[config.mk]
export PLATFORM = sky130hd
export DESIGN_NAME = lrsc_unit
export DESIGN_NICKNAME = d
export VERILOG_FILES = /design/src/rtl/lrsc_pkg.sv /design/src/rtl/lrsc_decode.sv /design/src/rtl/lrsc_resv.sv /design/src/rtl/lrsc_ctrl.sv /design/src/rtl/lrsc_unit.sv
export SDC_FILE = /design/constraint.sdc
export NUM_CORES = 1
export LEC_CHECK = 0
export ABC_CLOCK_PERIOD_IN_PS = 2500
export BUFFER_PORTS_ARGS = -buffer_cell sky130_fd_sc_hd__buf_2
export CORE_AREA = 3 3 174 176
export CTS_CLUSTER_DIAMETER = 30
export DETAILED_ROUTE_END_ITERATION = 16
export DIE_AREA = 0 0 177 179
export PLACE_DENSITY = 0.68
export RECOVER_POWER = 50
export SLEW_MARGIN = 20
export SYNTH_ARGS = -nofsm -noshare
export SYNTH_HDL_FRONTEND = slang
export SYNTH_HIERARCHICAL = 1
export SYNTH_SLANG_ARGS = --single-unit
export TNS_END_PERCENT = 100
[constraint.sdc]
create_clock -name clk -period 2.5 [get_ports clk]
set_input_delay 0.375 -clock clk [delete_from_list [all_inputs] [get_ports clk]]
set_output_delay 0.375 -clock clk [all_outputs]
set_load 0.005 [all_outputs]
[src/rtl/lrsc_pkg.sv]
package lrsc_pkg;
    localparam int XLEN = 64;
    localparam int ILEN = 32;
    localparam int RIDX = 5;
    localparam int BYTES_W = 4;

    localparam logic [6:0] OPC_ATOMIC = 7'b0101111;
    localparam logic [4:0] FN_RESLOAD = 5'b00010;
    localparam logic [4:0] FN_CONDST  = 5'b00011;
    localparam logic [2:0] SZ_WORD    = 3'b010;
    localparam logic [2:0] SZ_DWORD   = 3'b011;

    typedef enum logic [1:0] {OP_NONE, OP_LOAD, OP_STORE} op_e;
    typedef enum logic [1:0] {ST_IDLE, ST_XFER, ST_RESP} state_e;

    typedef struct packed {
        op_e             op;
        logic            dword;
        logic            acq;
        logic            rel;
        logic [RIDX-1:0] rd;
        logic            bad;
    } dec_t;

    function automatic logic off_align(input logic [XLEN-1:0] a, input logic dw);
        return dw ? (a[2:0] != 3'd0) : (a[1:0] != 2'd0);
    endfunction

    function automatic logic [XLEN-1:0] sext_word(input logic [XLEN-1:0] v);
        return {{(XLEN-32){v[31]}}, v[31:0]};
    endfunction

    function automatic logic [BYTES_W-1:0] byte_count(input logic dw);
        return dw ? BYTES_W'(8) : BYTES_W'(4);
    endfunction
endpackage

[src/rtl/lrsc_decode.sv]
module lrsc_decode
    import lrsc_pkg::*;
(
    input  logic [ILEN-1:0] instr,
    output dec_t            dec,
    output logic [RIDX-1:0] src1_idx,
    output logic [RIDX-1:0] src2_idx
);
    logic fmt_ok, is_ld, is_st;

    always_comb begin
        fmt_ok = (instr[6:0] == OPC_ATOMIC) &&
                 ((instr[14:12] == SZ_WORD) || (instr[14:12] == SZ_DWORD));
        is_ld  = fmt_ok && (instr[31:27] == FN_RESLOAD) && (instr[24:20] == '0);
        is_st  = fmt_ok && (instr[31:27] == FN_CONDST);

        dec.op    = is_ld ? OP_LOAD : (is_st ? OP_STORE : OP_NONE);
        dec.dword = instr[12];
        dec.acq   = instr[26];
        dec.rel   = instr[25];
        dec.rd    = instr[11:7];
        dec.bad   = !(is_ld || is_st) || (is_ld && instr[25]) || (is_st && instr[26]);

        src1_idx  = instr[19:15];
        src2_idx  = is_ld ? '0 : instr[24:20];
    end
endmodule

[src/rtl/lrsc_resv.sv]
module lrsc_resv
    import lrsc_pkg::*;
(
    input  logic            clk,
    input  logic            rst,
    input  logic            set,
    input  logic            clr,
    input  logic            ext_clr,
    input  logic [XLEN-1:0] set_addr,
    input  logic            set_dw,
    input  logic [XLEN-1:0] chk_addr,
    input  logic            chk_dw,
    output logic            hit
);
    logic            v_q;
    logic [XLEN-1:0] a_q;
    logic            dw_q;

    always_ff @(posedge clk) begin
        if (rst) begin
            v_q  <= 1'b0;
            a_q  <= '0;
            dw_q <= 1'b0;
        end else if (set) begin
            v_q  <= 1'b1;
            a_q  <= set_addr;
            dw_q <= set_dw;
        end else if (clr || ext_clr) begin
            v_q  <= 1'b0;
        end
    end

    assign hit = v_q && (a_q == chk_addr) && (dw_q == chk_dw);
endmodule

[src/rtl/lrsc_ctrl.sv]
module lrsc_ctrl
    import lrsc_pkg::*;
(
    input  logic               clk,
    input  logic               rst,
    input  logic               instr_valid,
    input  dec_t               dec,
    input  logic [XLEN-1:0]    rs1_val,
    input  logic [XLEN-1:0]    rs2_val,
    input  logic               resv_hit,
    input  logic [XLEN-1:0]    mem_rdata,
    input  logic               mem_ready,
    output logic               resv_set,
    output logic               resv_clr,
    output logic               busy,
    output logic               mem_req,
    output logic               mem_we,
    output logic [XLEN-1:0]    mem_addr,
    output logic [BYTES_W-1:0] mem_bytes,
    output logic [XLEN-1:0]    mem_wdata,
    output logic               mem_acq,
    output logic               mem_rel,
    output logic               done,
    output logic               wb_valid,
    output logic [RIDX-1:0]    wb_rd,
    output logic [XLEN-1:0]    wb_data,
    output logic               illegal,
    output logic               misaligned
);
    state_e          st_q;
    op_e             op_q;
    logic            dw_q, acq_q, rel_q;
    logic [RIDX-1:0] rd_q;
    logic [XLEN-1:0] addr_q, wdata_q, res_q;
    logic            wbv_q, ill_q, mis_q;

    logic accept, mis_now, xfer_end;

    always_comb begin
        accept   = (st_q == ST_IDLE) && instr_valid;
        mis_now  = off_align(rs1_val, dec.dword);
        xfer_end = (st_q == ST_XFER) && mem_ready;
        resv_set = xfer_end && (op_q == OP_LOAD);
        resv_clr = accept && !dec.bad && (mis_now || (dec.op == OP_STORE));
    end

    always_ff @(posedge clk) begin
        if (rst) begin
            st_q    <= ST_IDLE;
            op_q    <= OP_NONE;
            dw_q    <= 1'b0;
            acq_q   <= 1'b0;
            rel_q   <= 1'b0;
            rd_q    <= '0;
            addr_q  <= '0;
            wdata_q <= '0;
            res_q   <= '0;
            wbv_q   <= 1'b0;
            ill_q   <= 1'b0;
            mis_q   <= 1'b0;
        end else begin
            unique case (st_q)
                ST_IDLE: if (accept) begin
                    op_q    <= dec.op;
                    dw_q    <= dec.dword;
                    acq_q   <= dec.acq;
                    rel_q   <= dec.rel;
                    rd_q    <= dec.rd;
                    addr_q  <= rs1_val;
                    wdata_q <= dec.dword ? rs2_val : {{(XLEN-32){1'b0}}, rs2_val[31:0]};
                    wbv_q   <= 1'b0;
                    ill_q   <= 1'b0;
                    mis_q   <= 1'b0;
                    res_q   <= '0;
                    if (dec.bad) begin
                        ill_q <= 1'b1;
                        st_q  <= ST_RESP;
                    end else if (mis_now) begin
                        mis_q <= 1'b1;
                        st_q  <= ST_RESP;
                    end else if ((dec.op == OP_STORE) && !resv_hit) begin
                        wbv_q <= (dec.rd != '0);
                        res_q <= XLEN'(1);
                        st_q  <= ST_RESP;
                    end else begin
                        st_q  <= ST_XFER;
                    end
                end
                ST_XFER: if (mem_ready) begin
                    wbv_q <= (rd_q != '0);
                    if (op_q == OP_LOAD)
                        res_q <= dw_q ? mem_rdata : sext_word(mem_rdata);
                    else
                        res_q <= '0;
                    st_q  <= ST_RESP;
                end
                ST_RESP: st_q <= ST_IDLE;
                default: st_q <= ST_IDLE;
            endcase
        end
    end

    always_comb begin
        busy       = (st_q != ST_IDLE);
        mem_req    = (st_q == ST_XFER);
        mem_we     = mem_req && (op_q == OP_STORE);
        mem_addr   = addr_q;
        mem_bytes  = byte_count(dw_q);
        mem_wdata  = wdata_q;
        mem_acq    = mem_req && acq_q;
        mem_rel    = mem_req && rel_q;
        done       = (st_q == ST_RESP);
        wb_valid   = done && wbv_q;
        wb_rd      = rd_q;
        wb_data    = res_q;
        illegal    = done && ill_q;
        misaligned = done && mis_q;
    end
endmodule

[src/rtl/lrsc_unit.sv]
module lrsc_unit
    import lrsc_pkg::*;
(
    input  logic               clk,
    input  logic               rst,
    input  logic               instr_valid,
    input  logic [ILEN-1:0]    instr,
    output logic [RIDX-1:0]    src1_idx,
    output logic [RIDX-1:0]    src2_idx,
    input  logic [XLEN-1:0]    rs1_val,
    input  logic [XLEN-1:0]    rs2_val,
    input  logic               resv_drop,
    output logic               busy,
    output logic               mem_req,
    output logic               mem_we,
    output logic [XLEN-1:0]    mem_addr,
    output logic [BYTES_W-1:0] mem_bytes,
    output logic [XLEN-1:0]    mem_wdata,
    output logic               mem_acq,
    output logic               mem_rel,
    input  logic [XLEN-1:0]    mem_rdata,
    input  logic               mem_ready,
    output logic               done,
    output logic               wb_valid,
    output logic [RIDX-1:0]    wb_rd,
    output logic [XLEN-1:0]    wb_data,
    output logic               illegal,
    output logic               misaligned
);
    dec_t dec;
    logic hit, rset, rclr;

    lrsc_decode u_dec (
        .instr    (instr),
        .dec      (dec),
        .src1_idx (src1_idx),
        .src2_idx (src2_idx)
    );

    lrsc_resv u_resv (
        .clk      (clk),
        .rst      (rst),
        .set      (rset),
        .clr      (rclr),
        .ext_clr  (resv_drop),
        .set_addr (mem_addr),
        .set_dw   (mem_bytes == BYTES_W'(8)),
        .chk_addr (rs1_val),
        .chk_dw   (dec.dword),
        .hit      (hit)
    );

    lrsc_ctrl u_ctrl (
        .clk         (clk),
        .rst         (rst),
        .instr_valid (instr_valid),
        .dec         (dec),
        .rs1_val     (rs1_val),
        .rs2_val     (rs2_val),
        .resv_hit    (hit),
        .mem_rdata   (mem_rdata),
        .mem_ready   (mem_ready),
        .resv_set    (rset),
        .resv_clr    (rclr),
        .busy        (busy),
        .mem_req     (mem_req),
        .mem_we      (mem_we),
        .mem_addr    (mem_addr),
        .mem_bytes   (mem_bytes),
        .mem_wdata   (mem_wdata),
        .mem_acq     (mem_acq),
        .mem_rel     (mem_rel),
        .done        (done),
        .wb_valid    (wb_valid),
        .wb_rd       (wb_rd),
        .wb_data     (wb_data),
        .illegal     (illegal),
        .misaligned  (misaligned)
    );
endmodule

==> flow_summary.toml <==
[clock_network]
cts-htree-levels = 3
cts_tree = "built"
cts_buffers = 66
clk_pin_slew_ns = 0.05
holdBufCountCts = 0
clockBufferDepth = 3
clock_latency_ns = 0.56
cts-root-buf = "clkbuf_16"
cts_setup_buffers = 0
clock_sinks = 273

[timing]
worst_slew_pin_slew_ns = 0.835
relSlewSlack_pct = 44.4
min_period_ns = 2.45
setup_viol = 0
post-route-period-util_pct = 98.2
max_freq_mhz = 407
hold_viol = 0
finClkSkew_ns = 0.0279
slew_viol_final = 0
setup_ws_ns = 0.0451
rsz0062_at_grt = "yes"

[worst_setup_path]
crit_path_max_incr_delay_ns = 0.35
crit_chain = "xnor2_1 > nand4_1 > nor4_1 > nand4_1 > nor4_4 > buf_4 > or3b_1 > nor4b_2 > a211oi_2 > nor3_2"
crit_top_cell = "nand4_1"
critical_path_arrival_ns = 2.87
cp_num_buf_inv = 1
startpoint_type = "flip-flop"
cp.required_ns = 2.92
r2r_cells = 10
crit_cells = 10
slowest_stage = "nor4_4"
crit_family = "simple AND/OR/NAND/NOR gates"
end_kind = "flip-flop"
crit_type = "reg -> reg"
crit_fanout = 2

[logic_synthesis]
ys_seq_area_share_pct = 48.8
yosysTopAreaCellShare_pct = 48.8
synth_area_leaders = "dfxtp_1, nand2_1, a21oi_1"
ys_seq_elements = 273
synth_fa_ha_area_share_pct = 0
muxShareOfSynthArea_pct = 5.81
synth_compound_area_share_pct = 13.0
synth_commonest_cells = "nand2_1, dfxtp_1, a21oi_1"
synthXorXnorAreaFrac_pct = 3.60
synth_top_area_cell = "dfxtp_1"
yosys.area_share.simple_pct = 22.1
syn-mean-instance-area_sq_um = 8.20
synth_top_family_by_area = "simple AND/OR/NAND/NOR gates"
synthArstFlopShare_pct = 0
synthDistinctLibCells = 56
yosys_warnings = 6
yosysMostFrequentCell = "nand2_1"
synthCells = 1365
synth_flop_cell = "dfxtp_1"
synth_edf_count = 0
syn_area_sq_mm = 0.0112

[placed_design]
dp_hpwl_mm = 26.7
routabilityCongestion = 0.828
place_ws_ns = -0.314
io_buffers = 436
place_area_sq_mm = 0.0136

[detailed_routing]
vias_per_cell = 4.95
ant_nets = 0
route.detailed.wl_per_inst_um = 17.3
drt_first_iter_violations = 705
finalWirelength_mm = 38.3
via_count = 10971
drtPass1Iterations = 5
post-route-drc-count = 0

[final_layout]
nets = 2007
seq_area_sq_mm = 0.00547
syn2layout_area_growth_pct = 41.7
multi_input_area_sq_mm = 0.00503
utilization_pct = 55.2
fillers = 2722
stdcell_area_sq_mm = 0.0159
drive_above_1_share_pct = 25.0

[run_status]
status = "complete, no violations"

[die]
start_util_pct = 38.9
rows = 62
die-width_um = 177
core-area_sq_mm = 0.0288
die_h_um = 179
ios = 449
die_area_sq_mm = 0.0317

[worst_hold_path]
whs_path_depth = 3
min_path_type = "in -> reg"

[global_routing]
grt_max_degree = 88
grt_overflow = 0
grt.total_usage_pct = 22.6
grt_first_pass_wirelength_mm = 57.0
antenna_found_initial = 5
grt_pass1_vias = 10462

[power]
total_leakage_power_nw = 6.31
peakVddDrop_mv = 0.762
powerDensity_mw_per_mm2 = 931

[flow_run]
drv_cap = 0
==> cells in the final DEF, fill, tap and decap left out, types with 20 or more instances in the layout <==
cell,instances
a21oi_1,230
buf_2,277
buf_4,20
clkbuf_1,162
clkbuf_16,66
dfxtp_1,273
inv_1,21
mux2i_1,65
nand2_1,375
nand3_1,57
nor2_1,72
xnor2_1,22
xor2_1,21
==> repair_timing <==
| action | in CTS | in global routing |
|---|---|---|
| pin swaps | 0 | 3 |
| endpoints found under the setup margin | 1 | 1 |
| resized for setup | 1 | 5 |
==> cells by family after synthesis <==
logic type / after synthesis
AO/OA/AOI/OAI: 266
AND/OR/NAND/NOR: 569
buffers and inverters: 145
XOR/XNOR: 46
multiplexers: 65
other: 1
flip-flops: 273
==> layer usage <==
metal,GRT usage (%),share of wire [%],vias to the layer above
met2,37.7,48,430
met1,27.7,41,5102
met5,0,0.070,-
met3,7.50,8.9,68
met4,7.40,2.4,4
li1,-,-,5367
==> worst min-delay path: stages <==
cell and delay, ns:
buf_2 0.09, nand2_1 0.05, a21oi_1 0.05
==> final timing paths <==
check | endpoint | slack [ns] | start
worst min register to register | u_ctrl/wb_data[11] | 0.45 | u_ctrl/wb_data[11]
worst min-delay path | u_ctrl/mem_wdata[13] | 0.06 | rs2_val[13]
worst max-delay path | u_ctrl/wb_data[0] | 0.05 | u_resv/a_q[61]
worst max register to register | u_ctrl/wb_data[0] | 0.05 | u_resv/a_q[61]
==> where the power goes <==
| part | internal (W) | leakage, nW | switching (W) |
|---|---|---|---|
| combinational | 0.000358 | 2.90 | 0.000561 |
| clock | 0.00647 | 1.19 | 0.00282 |
| sequential | 0.00449 | 2.22 | 0.0000800 |
==> state kept, by name (all words and copies together) (netlist names) <==
signal / flops
u_resv/v_q: 1
u_ctrl/ill_q: 1
u_ctrl/op_q: 2
u_ctrl/wb_rd: 5
u_ctrl/mis_q: 1
u_ctrl/acq_q: 1
u_resv/dw_q: 1
u_ctrl/mem_addr: 64
u_ctrl/wbv_q: 1
u_ctrl/wb_data: 64
u_resv/a_q: 64
u_ctrl/mem_wdata: 64
u_ctrl/dw_q: 1
u_ctrl/st_q: 2
u_ctrl/rel_q: 1
==> layout make-up <==
class | instances | share of cell area, %
well taps | 384 | 3.03
clock inverters | 42 | 4.24
multi-input cells | 948 | 31.7
flip-flops and latches | 273 | 34.4
inverters | 21 | 0.497
repair buffers | 468 | 14.9
clock buffers | 77 | 11.1
diodes | 2 | 0.0315
==> metrics by stage <==
stage	instances	TNS (ns)	total power, W	hold WS [ns]
3_3_place_gp	2094	-0.625	0.00558	0.435
2_1_floorplan	1366	0	0.00510	0.432
5_1_grt	2215	-0.0599	0.0153	0.0496
3_5_place_dp	2094	-0.654	0.00559	0.441
6_report	2215	0	0.0148	0.0633
4_1_cts	2213	0	0.0150	0.0384
(Power assumes the default switching activity.)
